$ cat src/rtl/atapi_seq_pkg.sv
package atapi_seq_pkg;
    typedef enum logic [2:0] {
        ST_IDLE,
        ST_PKT,
        ST_DECODE,
        ST_SETUP,
        ST_XFER
    } seq_state_t;

    localparam logic [7:0] OP_PACKET = 8'hA0;
    localparam logic [7:0] OP_READ10 = 8'h28;
    localparam int         PKT_WORDS = 6;

    localparam logic [7:0] SB_BSY  = 8'h80;
    localparam logic [7:0] SB_DRDY = 8'h40;
    localparam logic [7:0] SB_DRQ  = 8'h08;
    localparam logic [7:0] SB_ERR  = 8'h01;

    localparam logic [2:0] RA_DATA    = 3'd0;
    localparam logic [2:0] RA_FEAT    = 3'd1;
    localparam logic [2:0] RA_CNT_LO  = 3'd4;
    localparam logic [2:0] RA_CNT_HI  = 3'd5;
    localparam logic [2:0] RA_CMDSTAT = 3'd7;

    localparam logic [15:0] PAT_XOR = 16'hC3A5;
endpackage

$ cat src/rtl/atapi_pkt_capture.sv
module atapi_pkt_capture
    import atapi_seq_pkg::*;
(
    input  logic        clk,
    input  logic        rst_n,
    input  logic        clr,
    input  logic        push,
    input  logic [15:0] wdata,
    output logic        last,
    output logic [7:0]  opcode,
    output logic [31:0] lba,
    output logic [15:0] nblk
);
    localparam int IDX_W = $clog2(PKT_WORDS + 1);

    logic [IDX_W-1:0] idx_q;

    assign last = push && (idx_q == IDX_W'(PKT_WORDS - 1));

    always_ff @(posedge clk) begin
        if (!rst_n) begin
            idx_q  <= '0;
            opcode <= '0;
            lba    <= '0;
            nblk   <= '0;
        end else if (clr) begin
            idx_q <= '0;
        end else if (push) begin
            idx_q <= idx_q + 1'b1;
            // byte 2k arrives in the low half of word k
            case (idx_q)
                IDX_W'(0): opcode <= wdata[7:0];
                IDX_W'(1): begin
                    lba[31:24] <= wdata[7:0];
                    lba[23:16] <= wdata[15:8];
                end
                IDX_W'(2): begin
                    lba[15:8] <= wdata[7:0];
                    lba[7:0]  <= wdata[15:8];
                end
                IDX_W'(3): nblk[15:8] <= wdata[15:8];
                IDX_W'(4): nblk[7:0]  <= wdata[7:0];
                default: ;
            endcase
        end
    end
endmodule

$ cat src/rtl/atapi_burst_calc.sv
module atapi_burst_calc #(
    parameter int REM_W = 27
) (
    input  logic [REM_W-1:0] rem,
    input  logic [15:0]      limit,
    output logic [15:0]      burst
);
    assign burst = (rem < REM_W'(limit)) ? rem[15:0] : limit;
endmodule

$ cat src/rtl/atapi_pattern_src.sv
module atapi_pattern_src
    import atapi_seq_pkg::*;
#(
    parameter int WPOS_W     = 26,
    parameter int WORD_SHIFT = 10
) (
    input  logic [31:0]       lba,
    input  logic [WPOS_W-1:0] wpos,
    output logic [15:0]       word
);
    logic [31:0]           blk;
    logic [7:0]            blk8;
    logic [WORD_SHIFT-1:0] widx;

    assign blk  = lba + 32'(wpos >> WORD_SHIFT);
    assign blk8 = blk[7:0] ^ blk[15:8] ^ blk[23:16] ^ blk[31:24];
    assign widx = wpos[WORD_SHIFT-1:0];
    assign word = {blk8, 8'h00} ^ 16'(widx) ^ PAT_XOR;
endmodule

$ cat src/rtl/atapi_pio_seq.sv
module atapi_pio_seq
    import atapi_seq_pkg::*;
#(
    parameter int BLOCK_BYTES  = 2048,
    parameter int MEDIA_BLOCKS = 16
) (
    input  logic        clk,
    input  logic        rst_n,
    input  logic        host_wr,
    input  logic        host_rd,
    input  logic [2:0]  host_addr,
    input  logic [15:0] host_wdata,
    output logic [15:0] host_rdata,
    output logic        intrq,
    output logic        dma_mode
);
    localparam int BLK_SHIFT = $clog2(BLOCK_BYTES);
    localparam int REM_W     = 16 + BLK_SHIFT;
    localparam int WPOS_W    = REM_W - 1;

    seq_state_t state_q, state_d;

    logic [7:0]        feat_q, cnt_lo_q, cnt_hi_q;
    logic [15:0]       limit_q, burst_left_q, burst_sz, lim_raw;
    logic [31:0]       lba_q;
    logic [REM_W-1:0]  rem_q;
    logic [WPOS_W-1:0] wpos_q;
    logic              irq_q, dma_q, err_q;

    logic              cmd_go, data_push, data_pop, stat_rd;
    logic              pkt_last;
    logic [7:0]        pk_op;
    logic [31:0]       pk_lba;
    logic [15:0]       pk_nblk;
    logic [32:0]       end_blk;
    logic              dec_bad, dec_empty, last_in_burst, last_word;
    logic [15:0]       pat_word;
    logic [7:0]        status_byte;

    assign cmd_go    = (state_q == ST_IDLE) && host_wr && (host_addr == RA_CMDSTAT)
                       && (host_wdata[7:0] == OP_PACKET);
    assign data_push = (state_q == ST_PKT) && host_wr && (host_addr == RA_DATA);
    assign data_pop  = (state_q == ST_XFER) && host_rd && (host_addr == RA_DATA);
    assign stat_rd   = host_rd && (host_addr == RA_CMDSTAT);

    atapi_pkt_capture u_capture (
        .clk    (clk),
        .rst_n  (rst_n),
        .clr    (cmd_go),
        .push   (data_push),
        .wdata  (host_wdata),
        .last   (pkt_last),
        .opcode (pk_op),
        .lba    (pk_lba),
        .nblk   (pk_nblk)
    );

    atapi_burst_calc #(.REM_W(REM_W)) u_burst (
        .rem   (rem_q),
        .limit (limit_q),
        .burst (burst_sz)
    );

    atapi_pattern_src #(.WPOS_W(WPOS_W), .WORD_SHIFT(BLK_SHIFT - 1)) u_pattern (
        .lba  (lba_q),
        .wpos (wpos_q),
        .word (pat_word)
    );

    assign end_blk       = {1'b0, pk_lba} + 33'(pk_nblk);
    assign dec_bad       = (pk_op != OP_READ10) || (end_blk > 33'(MEDIA_BLOCKS));
    assign dec_empty     = (pk_nblk == 16'd0);
    assign last_in_burst = (burst_left_q == 16'd2);
    assign last_word     = (rem_q == REM_W'(2));
    assign lim_raw       = {cnt_hi_q, cnt_lo_q[7:1], 1'b0};

    // next state
    always_comb begin
        state_d = state_q;
        unique case (state_q)
            ST_IDLE:   if (cmd_go) state_d = ST_PKT;
            ST_PKT:    if (pkt_last) state_d = ST_DECODE;
            ST_DECODE: state_d = (dec_bad || dec_empty) ? ST_IDLE : ST_SETUP;
            ST_SETUP:  state_d = ST_XFER;
            ST_XFER:   if (data_pop && last_in_burst)
                           state_d = last_word ? ST_IDLE : ST_SETUP;
            default:   state_d = ST_IDLE;
        endcase
    end

    // state register
    always_ff @(posedge clk) begin
        if (!rst_n) state_q <= ST_IDLE;
        else        state_q <= state_d;
    end

    // registered outputs and datapath
    always_ff @(posedge clk) begin
        if (!rst_n) begin
            feat_q       <= '0;
            cnt_lo_q     <= '0;
            cnt_hi_q     <= '0;
            limit_q      <= 16'd2;
            burst_left_q <= '0;
            lba_q        <= '0;
            rem_q        <= '0;
            wpos_q       <= '0;
            irq_q        <= 1'b0;
            dma_q        <= 1'b0;
            err_q        <= 1'b0;
        end else begin
            if (state_q == ST_IDLE && host_wr) begin
                unique case (host_addr)
                    RA_FEAT:   feat_q   <= host_wdata[7:0];
                    RA_CNT_LO: cnt_lo_q <= host_wdata[7:0];
                    RA_CNT_HI: cnt_hi_q <= host_wdata[7:0];
                    default: ;
                endcase
            end
            if (stat_rd) irq_q <= 1'b0;
            if (cmd_go) begin
                limit_q <= (lim_raw == 16'd0) ? 16'd2 : lim_raw;
                dma_q   <= feat_q[0];
                err_q   <= 1'b0;
                irq_q   <= 1'b0;
            end
            if (state_q == ST_DECODE) begin
                rem_q  <= REM_W'(pk_nblk) << BLK_SHIFT;
                wpos_q <= '0;
                lba_q  <= pk_lba;
                if (dec_bad || dec_empty) begin
                    err_q <= dec_bad;
                    irq_q <= 1'b1;
                    dma_q <= 1'b0;
                end
            end
            if (state_q == ST_SETUP) begin
                burst_left_q         <= burst_sz;
                {cnt_hi_q, cnt_lo_q} <= burst_sz;
                irq_q                <= 1'b1;
            end
            if (data_pop) begin
                wpos_q       <= wpos_q + 1'b1;
                rem_q        <= rem_q - REM_W'(2);
                burst_left_q <= burst_left_q - 16'd2;
                if (last_in_burst && last_word) begin
                    irq_q <= 1'b1;
                    dma_q <= 1'b0;
                end
            end
        end
    end

    // host-visible views
    always_comb begin
        status_byte = SB_DRDY;
        if (state_q == ST_DECODE || state_q == ST_SETUP) status_byte = status_byte | SB_BSY;
        if (state_q == ST_PKT || state_q == ST_XFER)     status_byte = status_byte | SB_DRQ;
        if (err_q)                                       status_byte = status_byte | SB_ERR;
    end

    always_comb begin
        unique case (host_addr)
            RA_DATA:    host_rdata = (state_q == ST_XFER) ? pat_word : 16'h0000;
            RA_FEAT:    host_rdata = {8'h00, feat_q};
            RA_CNT_LO:  host_rdata = {8'h00, cnt_lo_q};
            RA_CNT_HI:  host_rdata = {8'h00, cnt_hi_q};
            RA_CMDSTAT: host_rdata = {8'h00, status_byte};
            default:    host_rdata = 16'h0000;
        endcase
    end

    assign intrq    = irq_q;
    assign dma_mode = dma_q;
endmodule

$ cat config.mk
export PLATFORM = sky130hd
export DESIGN_NAME = atapi_pio_seq
export DESIGN_NICKNAME = d
export VERILOG_FILES = /design/src/rtl/atapi_seq_pkg.sv /design/src/rtl/atapi_pkt_capture.sv /design/src/rtl/atapi_burst_calc.sv /design/src/rtl/atapi_pattern_src.sv /design/src/rtl/atapi_pio_seq.sv
export SDC_FILE = /design/constraint.sdc
export NUM_CORES = 1
export LEC_CHECK = 0
export BUFFER_PORTS_ARGS = -buffer_cell sky130_fd_sc_hd__buf_4
export CORE_ASPECT_RATIO = 1.2
export CORE_MARGIN = 4
export CORE_UTILIZATION = 55
export CTS_CLUSTER_SIZE = 30
export DETAILED_ROUTE_END_ITERATION = 10
export PLACE_DENSITY = 0.8
export SLEW_MARGIN = 20
export SYNTH_ARGS = -nofsm -noshare
export SYNTH_HDL_FRONTEND = slang
export SYNTH_HIERARCHICAL = 1
export SYNTH_SLANG_ARGS = --single-unit
$ cat constraint.sdc
create_clock -name clk -period 4.5 [get_ports clk]
set_clock_uncertainty 0.15 [all_clocks]
set_input_delay 0.675 -clock clk [delete_from_list [all_inputs] [get_ports clk]]
set_output_delay 0.675 -clock clk [all_outputs]
set_load 0.05 [all_outputs]
Word-level counts from Yosys, hierarchy flattened

Index checks and enable logic that the tools add are counted.

Mux-type cells: 40
$add $sub $neg: 6
Order comparisons: 2
Bitwise operators: 7
Reductions and logical operators: 35
Eq/ne operators: 20

Operator list:

| cell                    | number |
|---|---|
| $mux W16                | 5 |
| $pmux W16 S5            | 1 |
| $mux W8                 | 7 |
| $mux W27                | 2 |
| $mux W26                | 2 |
| $add A32 B16 Y33        | 1 |
| $gt A33 B5 Y1 const B   | 1 |
| $add A32 B16 Y32        | 1 |
| $logic_not A16 Y1       | 2 |
| $eq A27 B2 Y1 const B   | 1 |
| $lt A27 B16 Y1          | 1 |
| $sub A27 B2 Y27 const B | 1 |
| $add A26 B1 Y26 const B | 1 |
| $xor A8 B8 Y8           | 3 |
| $eq A3 B3 Y1 const B    | 6 |
| $reduce_and A3 Y1       | 6 |
| $eq A16 B2 Y1 const B   | 1 |
| $mux W1                 | 16 |
| $sub A16 B2 Y16 const B | 1 |
| $xor A16 B10 Y16        | 1 |
| $pmux W3 S5             | 1 |
| $eq A3 B2 Y1 const B    | 4 |
| $logic_and A1 B1 Y1     | 11 |
| $reduce_bool A2 Y1      | 5 |
| 14 further kinds        | 29 |

Register bits: 206
Logic and storage cells: 128
Output and inout port bits: 18

Longest topological paths before layout

Gate-level depths: netlist of the first run.

Depth in word-level cells: 10
Depth in mapped cells: 12
Mapped depth without buffers: 11

By module

The synthesis of the first run kept the hierarchy.

By module, submodules not included:

| module            | instances | area each (um2) | seq. area each (um2) | cells an instance |
|---|---|---|---|---|
| atapi_pio_seq     | 1         | 8468.1          | 2902.8               | 1086 |
| atapi_pkt_capture | 1         | 2297.2          | 1181.1               | 224 |
| atapi_pattern_src | 1         | 1233.7          | 0.0                  | 170 |
| atapi_burst_calc  | 1         | 639.4           | 0.0                  | 75 |

Least setup slack after synthesis of the first run

No wires, ideal clock.

Path type: reg2reg
Start point: register u_capture.lba[0]
End point: register state_q[0]
Slack: 1.278 ns
Clock period less this slack: 3.222 ns
Setup time: 0.060 ns
Data required time: 4.290 ns
Stages on the path, launching flop included: 12
Arrival: 3.012 ns
Path through: dfxtp_1 > ha_1 > fa_1 > a211oi_2 > o21ai_2 > o2111ai_2 > a21oi_2 > mux2_1 > a211o_1 > or3_1 > o31ai_1 > and3_1

Longest elaborated chain between the ends: 6

RTL lines:

| item                     | line                    | RTL |
|---|---|---|
| start: declaration       | atapi_pkt_capture.sv:11 | `output logic [31:0] lba,` |
| start signal: assignment | atapi_pkt_capture.sv:39 | `lba[7:0] <= wdata[15:8];` |
| $add A32 B16 Y33         | atapi_pio_seq.sv:70     | `assign end_blk = {1'b0, pk_lba} + 33'(pk_nblk);` |
| $gt A33 B5 Y1            | atapi_pio_seq.sv:71     | `assign dec_bad = (pk_op != OP_READ10) \|\| (end_blk > 33'(MEDIA_BLOCKS));` |
| $logic_or A1 B1 Y1       | atapi_pio_seq.sv:71     |  |
| $logic_or A1 B1 Y1       | atapi_pio_seq.sv:83     | `ST_DECODE: state_d = (dec_bad \|\| dec_empty) ? ST_IDLE : ST_SETUP;` |
| $mux W2                  | atapi_pio_seq.sv:83     |  |
| $pmux W3 S5              | atapi_pio_seq.sv:80     | `unique case (state_q)` |
| end signal: assignment   | atapi_pio_seq.sv:94     | `else state_q <= state_d;` |
| end: declaration         | atapi_pio_seq.sv:21     | `seq_state_t state_q, state_d;` |

No other way between the ends.
A chain may end at the register's enable or synchronous reset.

Final worst setup path of the first run

Start point: register wpos_q[10]
End point: output host_rdata[10]

Longest elaborated chain between the ends: 7

RTL lines:

| item                        | line                    | RTL |
|---|---|---|
| start: declaration          | atapi_pio_seq.sv:27     | `logic [WPOS_W-1:0] wpos_q;` |
| start signal: assignment    | atapi_pio_seq.sv:143    | `wpos_q <= wpos_q + 1'b1;` |
| $add A32 B16 Y32 *          | atapi_pattern_src.sv:15 | `assign blk = lba + 32'(wpos >> WORD_SHIFT);` |
| $xor A8 B8 Y8 (2 in series) | atapi_pattern_src.sv:16 | `assign blk8 = blk[7:0] ^ blk[15:8] ^ blk[23:16] ^ blk[31:24];` |
| $xor A8 B8 Y8 *             | atapi_pattern_src.sv:16 |  |
| $xor A16 B10 Y16 *          | atapi_pattern_src.sv:18 | `assign word = {blk8, 8'h00} ^ 16'(widx) ^ PAT_XOR;` |
| via pat_word[10]            | atapi_pio_seq.sv:37     | `logic [15:0] pat_word;` |
| $mux W16 *                  | atapi_pio_seq.sv:164    | `RA_DATA: host_rdata = (state_q == ST_XFER) ? pat_word : 16'h0000;` |
| $pmux W16 S5 *              | atapi_pio_seq.sv:163    | `unique case (host_addr)` |
| end: declaration            | atapi_pio_seq.sv:13     | `output logic [15:0] host_rdata,` |

Mark *: on every way through the listed nets, which the timed path passes. The rest lies on a longest branch.

==> results.yml, run 1 <==
run_status:
  status: "finished, final reports clean"
floorplanning:
  die-area_um2: 25500
  rows: 60
  core_area_um2: 22500
  start_util_pct: 56.1
  die_width_um: 146
  chipHeight_um: 174
  ios: 41
route:
  dr_total_vias: 11845
  dr_wl_met3_um: 2910
  dr.pass1.iters: 7
  wl_met1_um: 15900
  drc: 0
  routed.top_layer: "met4"
  wl_met2_um: 16800
  routed_wl_um: 36700
  avgRoutedWirePerCell_um: 20.0
  drt_iter0_drc: 1086
  ant_nets: 0
  viasPerCell: 6.44
setup_path:
  crit_fanout: 5
  r2r_start: "u_capture/nblk[0]$_SDFFE_PN0P_"
  cp-end-kind: "output pin"
  crit_arrival_ns: 3.11
  cp_top_family: "compound AO/OA/AOI/OAI gates"
  critPathLaunchType: "flop"
  critPathMostFrequentCell: "o21ai_1"
  reg2reg_to: "state_q[0]$_SDFFE_PN0P_"
  crit_required_ns: 3.67
  path_buf_inv: 2
  path_class: "flop to output pin"
  r2r_slack_ns: 0.92
  path_cells: "ha_1, inv_1, fa_1, nor2b_1, o21ai_1, o21ai_2, a21oi_2, o21ai_1, nand4_1, xnor2_1, and2_1, buf_4"
  crit_slowest_cell: "fa_1"
  r2r_cells: 11
  slowest_delay_ns: 0.41
placed_design:
  gp_congestion: 0.995
  placed_area_um2: 13000
  placedCellCount: 1800
  hpwl_um: 27000
  pre_cts_ws_ns: 0.890
  portBuffers: 40
cts:
  clock-sinks: 204
  hold_buffers: 0
  htreeDepth: 1
  cts_tree: "built"
  cts_buffers: 22
  cts_setup_buffers: 0
  cts.path.max_buffers: 3
  clock_latency_ns: 0.51
  cts-root-buf: "clkbuf_16"
  cts_resized: 0
  clk_pin_slew_ns: 0.06
synthesis:
  synthXorXnorAreaFrac_pct: 4.23
  synth_cell_types: 100
  synthSimpleGateAreaFrac_pct: 23.9
  synth.avg_cell_area_um2: 8.13
  synthMuxAreaShare_pct: 9.79
  synth_top_family_by_area: "simple AND/OR/NAND/NOR gates"
  yosys_warnings: 6
  syn-instance-count: 1555
  synth-async-reset-ratio_pct: 0
  ys_ff_latch: 204
  yosysSeqAreaShare_pct: 32.3
  synth_compound_area_share_pct: 19.3
  synth_edf_count: 0
  yosys_most_used_dff: "dfxtp_1"
  synth_fa_ha_area_share_pct: 5.76
  syn_area_um2: 12600
power:
  total_power_mw: 3.86
  p_leak_nw: 5.40
  peakVddDrop_mv: 0.292
  powerDensity_nw_per_um2: 281
global_routing:
  grt_pass1_wl_um: 58400
  grt_max_degree: 76
  grt_antenna_before_repair: 0
  grt_use_total_pct: 27.7
  grt_pass1_vias: 11200
  grt_overflow_total: 0
sta:
  hold_ws_ns: 0.241
  drv_slew: 0
  rsz0062_at_grt: "false"
  fin_ws_ns: 0.566
  fin_crit_sh_pct: 87.4
  finalSetupViolCount: 0
  worst_slew_pin_slew_ns: 1.01
  slew_headroom_pct: 32.4
  fmax_ghz: 0.254
  setup_tns_ns: 0
  hold_viol: 0
  period_minus_slack_ns: 3.93
cells_and_area:
  finish.utilization_pct: 61.0
  seqCellArea_um2: 4080
  instances_no_fill: 1840
  antenna_cells: 0
  postLayoutCellArea_um2: 13700
  post_route_cells_drive_above_1_share_pct: 11.1
  syn_to_final_growth_pct: 8.73
  multi_input_comb_area_um2: 7980
  n_fill_cell: 1974
  fin_nets: 1625
min_path:
  hold_class: "input port to flop"
  hp-start: "rst_n"
  min_to: "limit_q[1]$_SDFFE_PN1P_"
  worstHoldPathCells: 2
job:
  maxCapViolations: 0
[power by group]
group          total (mW)  switching [mW]  internal (mW)
logic               0.119          0.0848         0.0338
registers            1.82         0.00551           1.81
clock network        1.93           0.753           1.17
[registers in the layout (all words and copies together), names as in the netlist, 3 cells and up]
signal,count
u_capture/idx_q,3
rem_q,26
feat_q,8
lba_q,32
wpos_q,26
state_q,3
burst_left_q,16
u_capture/lba,32
limit_q,15
cnt_lo_q,8
u_capture/opcode,8
u_capture/nblk,16
cnt_hi_q,8
[final cells by class]
class | instances | share of cell area [%]
Clock inverter | 13 | 1.11
Timing Repair Buffer | 52 | 2.84
Tap cell | 279 | 2.54
Clock buffer | 27 | 4.59
Inverter | 42 | 1.17
Multi-Input combinational cell | 1223 | 58.0
Sequential cell | 204 | 29.7
[synth_stat cells (7+ instances only)]
cell type,number,share of area (%)
ha_1,55,5.4
a31oi_1,14,0.69
mux2i_1,85,6.7
o21a_1,8,0.48
xnor2_1,47,3.3
buf_2,17,0.67
o311ai_0,8,0.55
xor2_1,14,0.97
nor3_1,26,1.0
nand4_1,26,1.3
or2_2,10,0.50
nor4_1,27,1.3
or3_1,19,0.94
and2_1,15,0.74
nand3_1,49,1.9
and4_1,10,0.69
a21oi_1,155,6.1
clkbuf_1,56,1.7
and3_1,15,0.74
mux2_4,10,1.2
a21o_1,9,0.53
o21ai_0,45,1.8
nor2_1,96,2.9
buf_4,7,0.42
a22oi_1,12,0.71
dfxtp_1,204,32
or4_1,7,0.42
inv_1,42,1.2
a211oi_1,17,1.0
mux2_2,20,1.8
nand2b_1,16,0.79
nand2_1,255,7.6
o21ai_1,8,0.32
o211ai_1,23,1.4
[how the worst max path moves through the flow]
stage	start	to	slack [ns]	depth (start not counted)
floorplan	u_capture/lba[0]$_SDFFE_PN0P_	state_q[0]$_SDFFE_PN0P_	1.28	11
global placement	host_addr[0]	wpos_q[25]$_SDFFE_PN0P_	0.95	11
detailed placement	host_addr[0]	wpos_q[25]$_SDFFE_PN0P_	0.89	11
CTS	wpos_q[10]$_SDFFE_PN0P_	host_rdata[10]	0.58	12
global route	wpos_q[10]$_SDFFE_PN0P_	host_rdata[10]	0.37	12
finish	wpos_q[10]$_SDFFE_PN0P_	host_rdata[10]	0.57	12
[placed cells by master, fill, tap and decap left out, drive strengths merged, types with 12 or more instances in the layout]
cell	count
a211oi	18
a21oi	161
a22oi	12
a31oi	14
and2	16
and3	17
buf	52
clkbuf	27
dfxtp	204
ha	55
inv	44
mux2	31
mux2i	85
nand2	258
nand2b	16
nand3	52
nand4	27
nor2	96
nor3	27
nor4	29
o211ai	24
o21ai	57
or2	12
or3	20
xnor2	47
xor2	14
[metal layers]
| metal | global-route usage (%) | up-vias |
|---|---|---|
| met2 | 44.7 | 536 |
| li1 | - | 5606 |
| met5 | 0 | - |
| met4 | 9.88 | 0 |
| met1 | 38.2 | 5622 |
| met3 | 3.60 | 81 |
[cells by family (layout without fill, tap and decap cells)]
| family | after synthesis | in the layout |
|---|---|---|
| and+or+nand+nor | 611 | 611 |
| adders and majority gates | 57 | 57 |
| other | 1 | 4 |
| AOI/OAI and AO/OA | 374 | 374 |
| DFF | 204 | 204 |
| xor gates and xnor gates | 61 | 61 |
| buffers and inverters | 131 | 134 |
| muxes | 116 | 116 |
Note: power is estimated with default switching activity, not from simulation.
==> inputs of run 2 (changes only) <==
--- a/config.mk
+++ b/config.mk
@@ -6,12 +6,14 @@
 export NUM_CORES = 1
 export LEC_CHECK = 0
 export BUFFER_PORTS_ARGS = -buffer_cell sky130_fd_sc_hd__buf_4
+export CELL_PAD_IN_SITES_DETAIL_PLACEMENT = 1
+export CELL_PAD_IN_SITES_GLOBAL_PLACEMENT = 2
 export CORE_ASPECT_RATIO = 1.2
-export CORE_MARGIN = 4
-export CORE_UTILIZATION = 55
+export CORE_UTILIZATION = 39
 export CTS_CLUSTER_SIZE = 30
 export DETAILED_ROUTE_END_ITERATION = 10
-export PLACE_DENSITY = 0.8
+export PLACE_DENSITY = 0.89
+export REMOVE_ABC_BUFFERS = 1
 export SLEW_MARGIN = 20
 export SYNTH_ARGS = -nofsm -noshare
 export SYNTH_HDL_FRONTEND = slang
==> run 2 against run 1 <==
  * The run now ends with DRC left
  * Via count is 0.92% lower
  * Setup slack worse by 0.037 ns
  * Final cell count up 6.9%
  * Combinational power is essentially flat
  * Fmax decreased by 0.93%
  * Critical path depth unchanged
  * Sequential share of layout area decreased by 0.34 points
  * First-iteration DRC count down 39%
  * Hold slack gained 0.068 ns
  * Non-clock buffer count increased by 3
  * Critical path type unchanged
==> results.yml, run 2 (synthesized netlist as in run 1, its figures left out) <==
power:
  clock_power_share_pct: 49.3
  p_int_mw: 2.94
  peakVddDrop_mv: 0.292
  p_sw_mw: 0.876
  swShare_pct: 22.9
  power_frac_seq_pct: 47.6
  p_leak_nw: 5.40
  powerDensity_nw_per_um2: 275
  pwr-share-comb_pct: 3.2
cells_and_area:
  multi_input_comb_area_um2: 7980
  fin_nets: 1630
  largest_registers: "lba_q: 32 flops, u_capture/lba: 32 flops"
  n_fill_cell: 3850
  final_common_cell: "nand2_1"
  post_route_cells_drive_above_1_share_pct: 11.1
  seqCellArea_um2: 4080
  finish.utilization_pct: 44.0
  layout_common_cells: "nand2_1, dfxtp_1, a21oi_1"
  syn_to_final_growth_pct: 9.98
  antenna_cells: 0
  instances_no_fill: 1967
floorplanning:
  rows: 71
  die-area_um2: 33100
  core_area_um2: 31600
  start_util_pct: 40.0
  ios: 41
  chipHeight_um: 199
  die_width_um: 166
placed_design:
  hpwl_um: 32300
  portBuffers: 40
  pre_cts_ws_ns: 0.911
  placedCellCount: 1925
  gp_congestion: 0.962
global_routing:
  grt_max_degree: 80
  top_usage_layer: "met2"
  grt_antenna_before_repair: 0
  grt_overflow_total: 0
  use_met1_pct: 32.0
  grt_use_total_pct: 26.0
  grt_pass1_vias: 11967
  gr-usage-met3_pct: 2.46
  use_met2_pct: 47.0
  grt_pass1_wl_um: 68400
sta:
  fin_crit_sh_pct: 88.2
  fmax_ghz: 0.252
  drv_slew: 0
  worst_slew_pin_slew_ns: 1.09
  rsz0062_at_grt: "false"
  finalSetupViolCount: 0
  slew_headroom_pct: 27.4
  hold_ws_ns: 0.308
  hold_viol: 0
  period_minus_slack_ns: 3.97
  setup_tns_ns: 0
  fin_ws_ns: 0.529
setup_path:
  path_class: "flop to output pin"
  crit_arrival_ns: 3.15
  crit_fanout: 5
  cp-end-kind: "output pin"
  critPathLaunchType: "flop"
  crit_required_ns: 3.67
  r2r_slack_ns: 0.86
job:
  maxCapViolations: 0
route:
  dr_total_vias: 11736
  avgRoutedWirePerCell_um: 21.9
  drt_iter0_drc: 666
  routed_wl_um: 43000
  ant_nets: 0
  dr.pass1.iters: 8
  viasPerCell: 5.97
  drc: 3
cts:
  clock_latency_ns: 0.52
  cts_tree: "built"
  cts.path.max_buffers: 3
  clock-sinks: 204
  clk_pin_slew_ns: 0.06
  cts_buffers: 24
  hold_buffers: 0
  cts-root-buf: "clkbuf_16"
  cts_setup_buffers: 0
  cts_resized: 0
  htreeDepth: 1
run_status:
  status: "complete, but fails checks"
  violations: "DRC"
min_path:
  hold_class: "input port to flop"
[run 2: cell types whose count changed in the layout (fill, tap and decap cells not counted)]
cell and delta:
clkinv_2 -5, bufinv_16 -3, clkinv_8 +1, buf_4 +3
nor4b_1 -1, nor4b_2 +1, clkbuf_1 +6, inv_8 -2
clkbuf_16 +1, inv_6 +1, clkbuf_8 +3
[run 2: routing by layer]
layer | vias to the layer above | share of wire, %
met5 | - | 0
met1 | 5793 | 44
met2 | 260 | 49
li1 | 5598 | -
met4 | 0 | 3.7
met3 | 85 | 3.5
[run 2: through the flow]
stage,area (um^2),power [mW]
final,13900,3.82
after global routing,13900,3.94
after CTS,13900,3.87
after detailed placement,13100,1.98
after global placement,13100,1.98
after floorplan,12200,1.90
[run 2: final timing paths]
check	from	end	cells past startpoint
worst min register to register	burst_left_q[7]$_SDFFE_PN0P_	burst_left_q[7]$_SDFFE_PN0P_	2
worst max register to register	u_capture/nblk[0]$_SDFFE_PN0P_	state_q[0]$_SDFFE_PN0P_	11
worst min-delay path	host_wdata[7]	feat_q[7]$_SDFFE_PN0P_	3
worst max-delay path	wpos_q[10]$_SDFFE_PN0P_	host_rdata[12]	12
[run 2: worst max-delay path: stages (launching register included)]
cell     delay, ns
dfxtp_1       0.39
ha_1          0.19
inv_1         0.06
fa_1          0.41
nor2b_1       0.14
o21ai_1       0.10
o21ai_2       0.31
a31oi_1       0.19
o21ai_1       0.18
xnor2_1       0.19
xnor2_1       0.15
and2_1        0.13
buf_4         0.19
[run 2: cell type report]
class	count	area share, %
clock buffers	37	5.18
clock inverters	5	0.288
inverters	42	1.15
multi-input cells	1223	57.4
flip-flops and latches	204	29.4
well taps	401	3.61
repair buffers	55	2.97
[run 2: power by group through the flow]
stage               Sequential, mW  Clock (mW)  Combinational [mW]
detailed placement            1.86           0               0.121
global route                  1.82        2.00               0.128
floorplan                     1.85           0              0.0497
global placement              1.86           0               0.120
finish                        1.82        1.88               0.121
CTS                           1.82        1.93               0.121
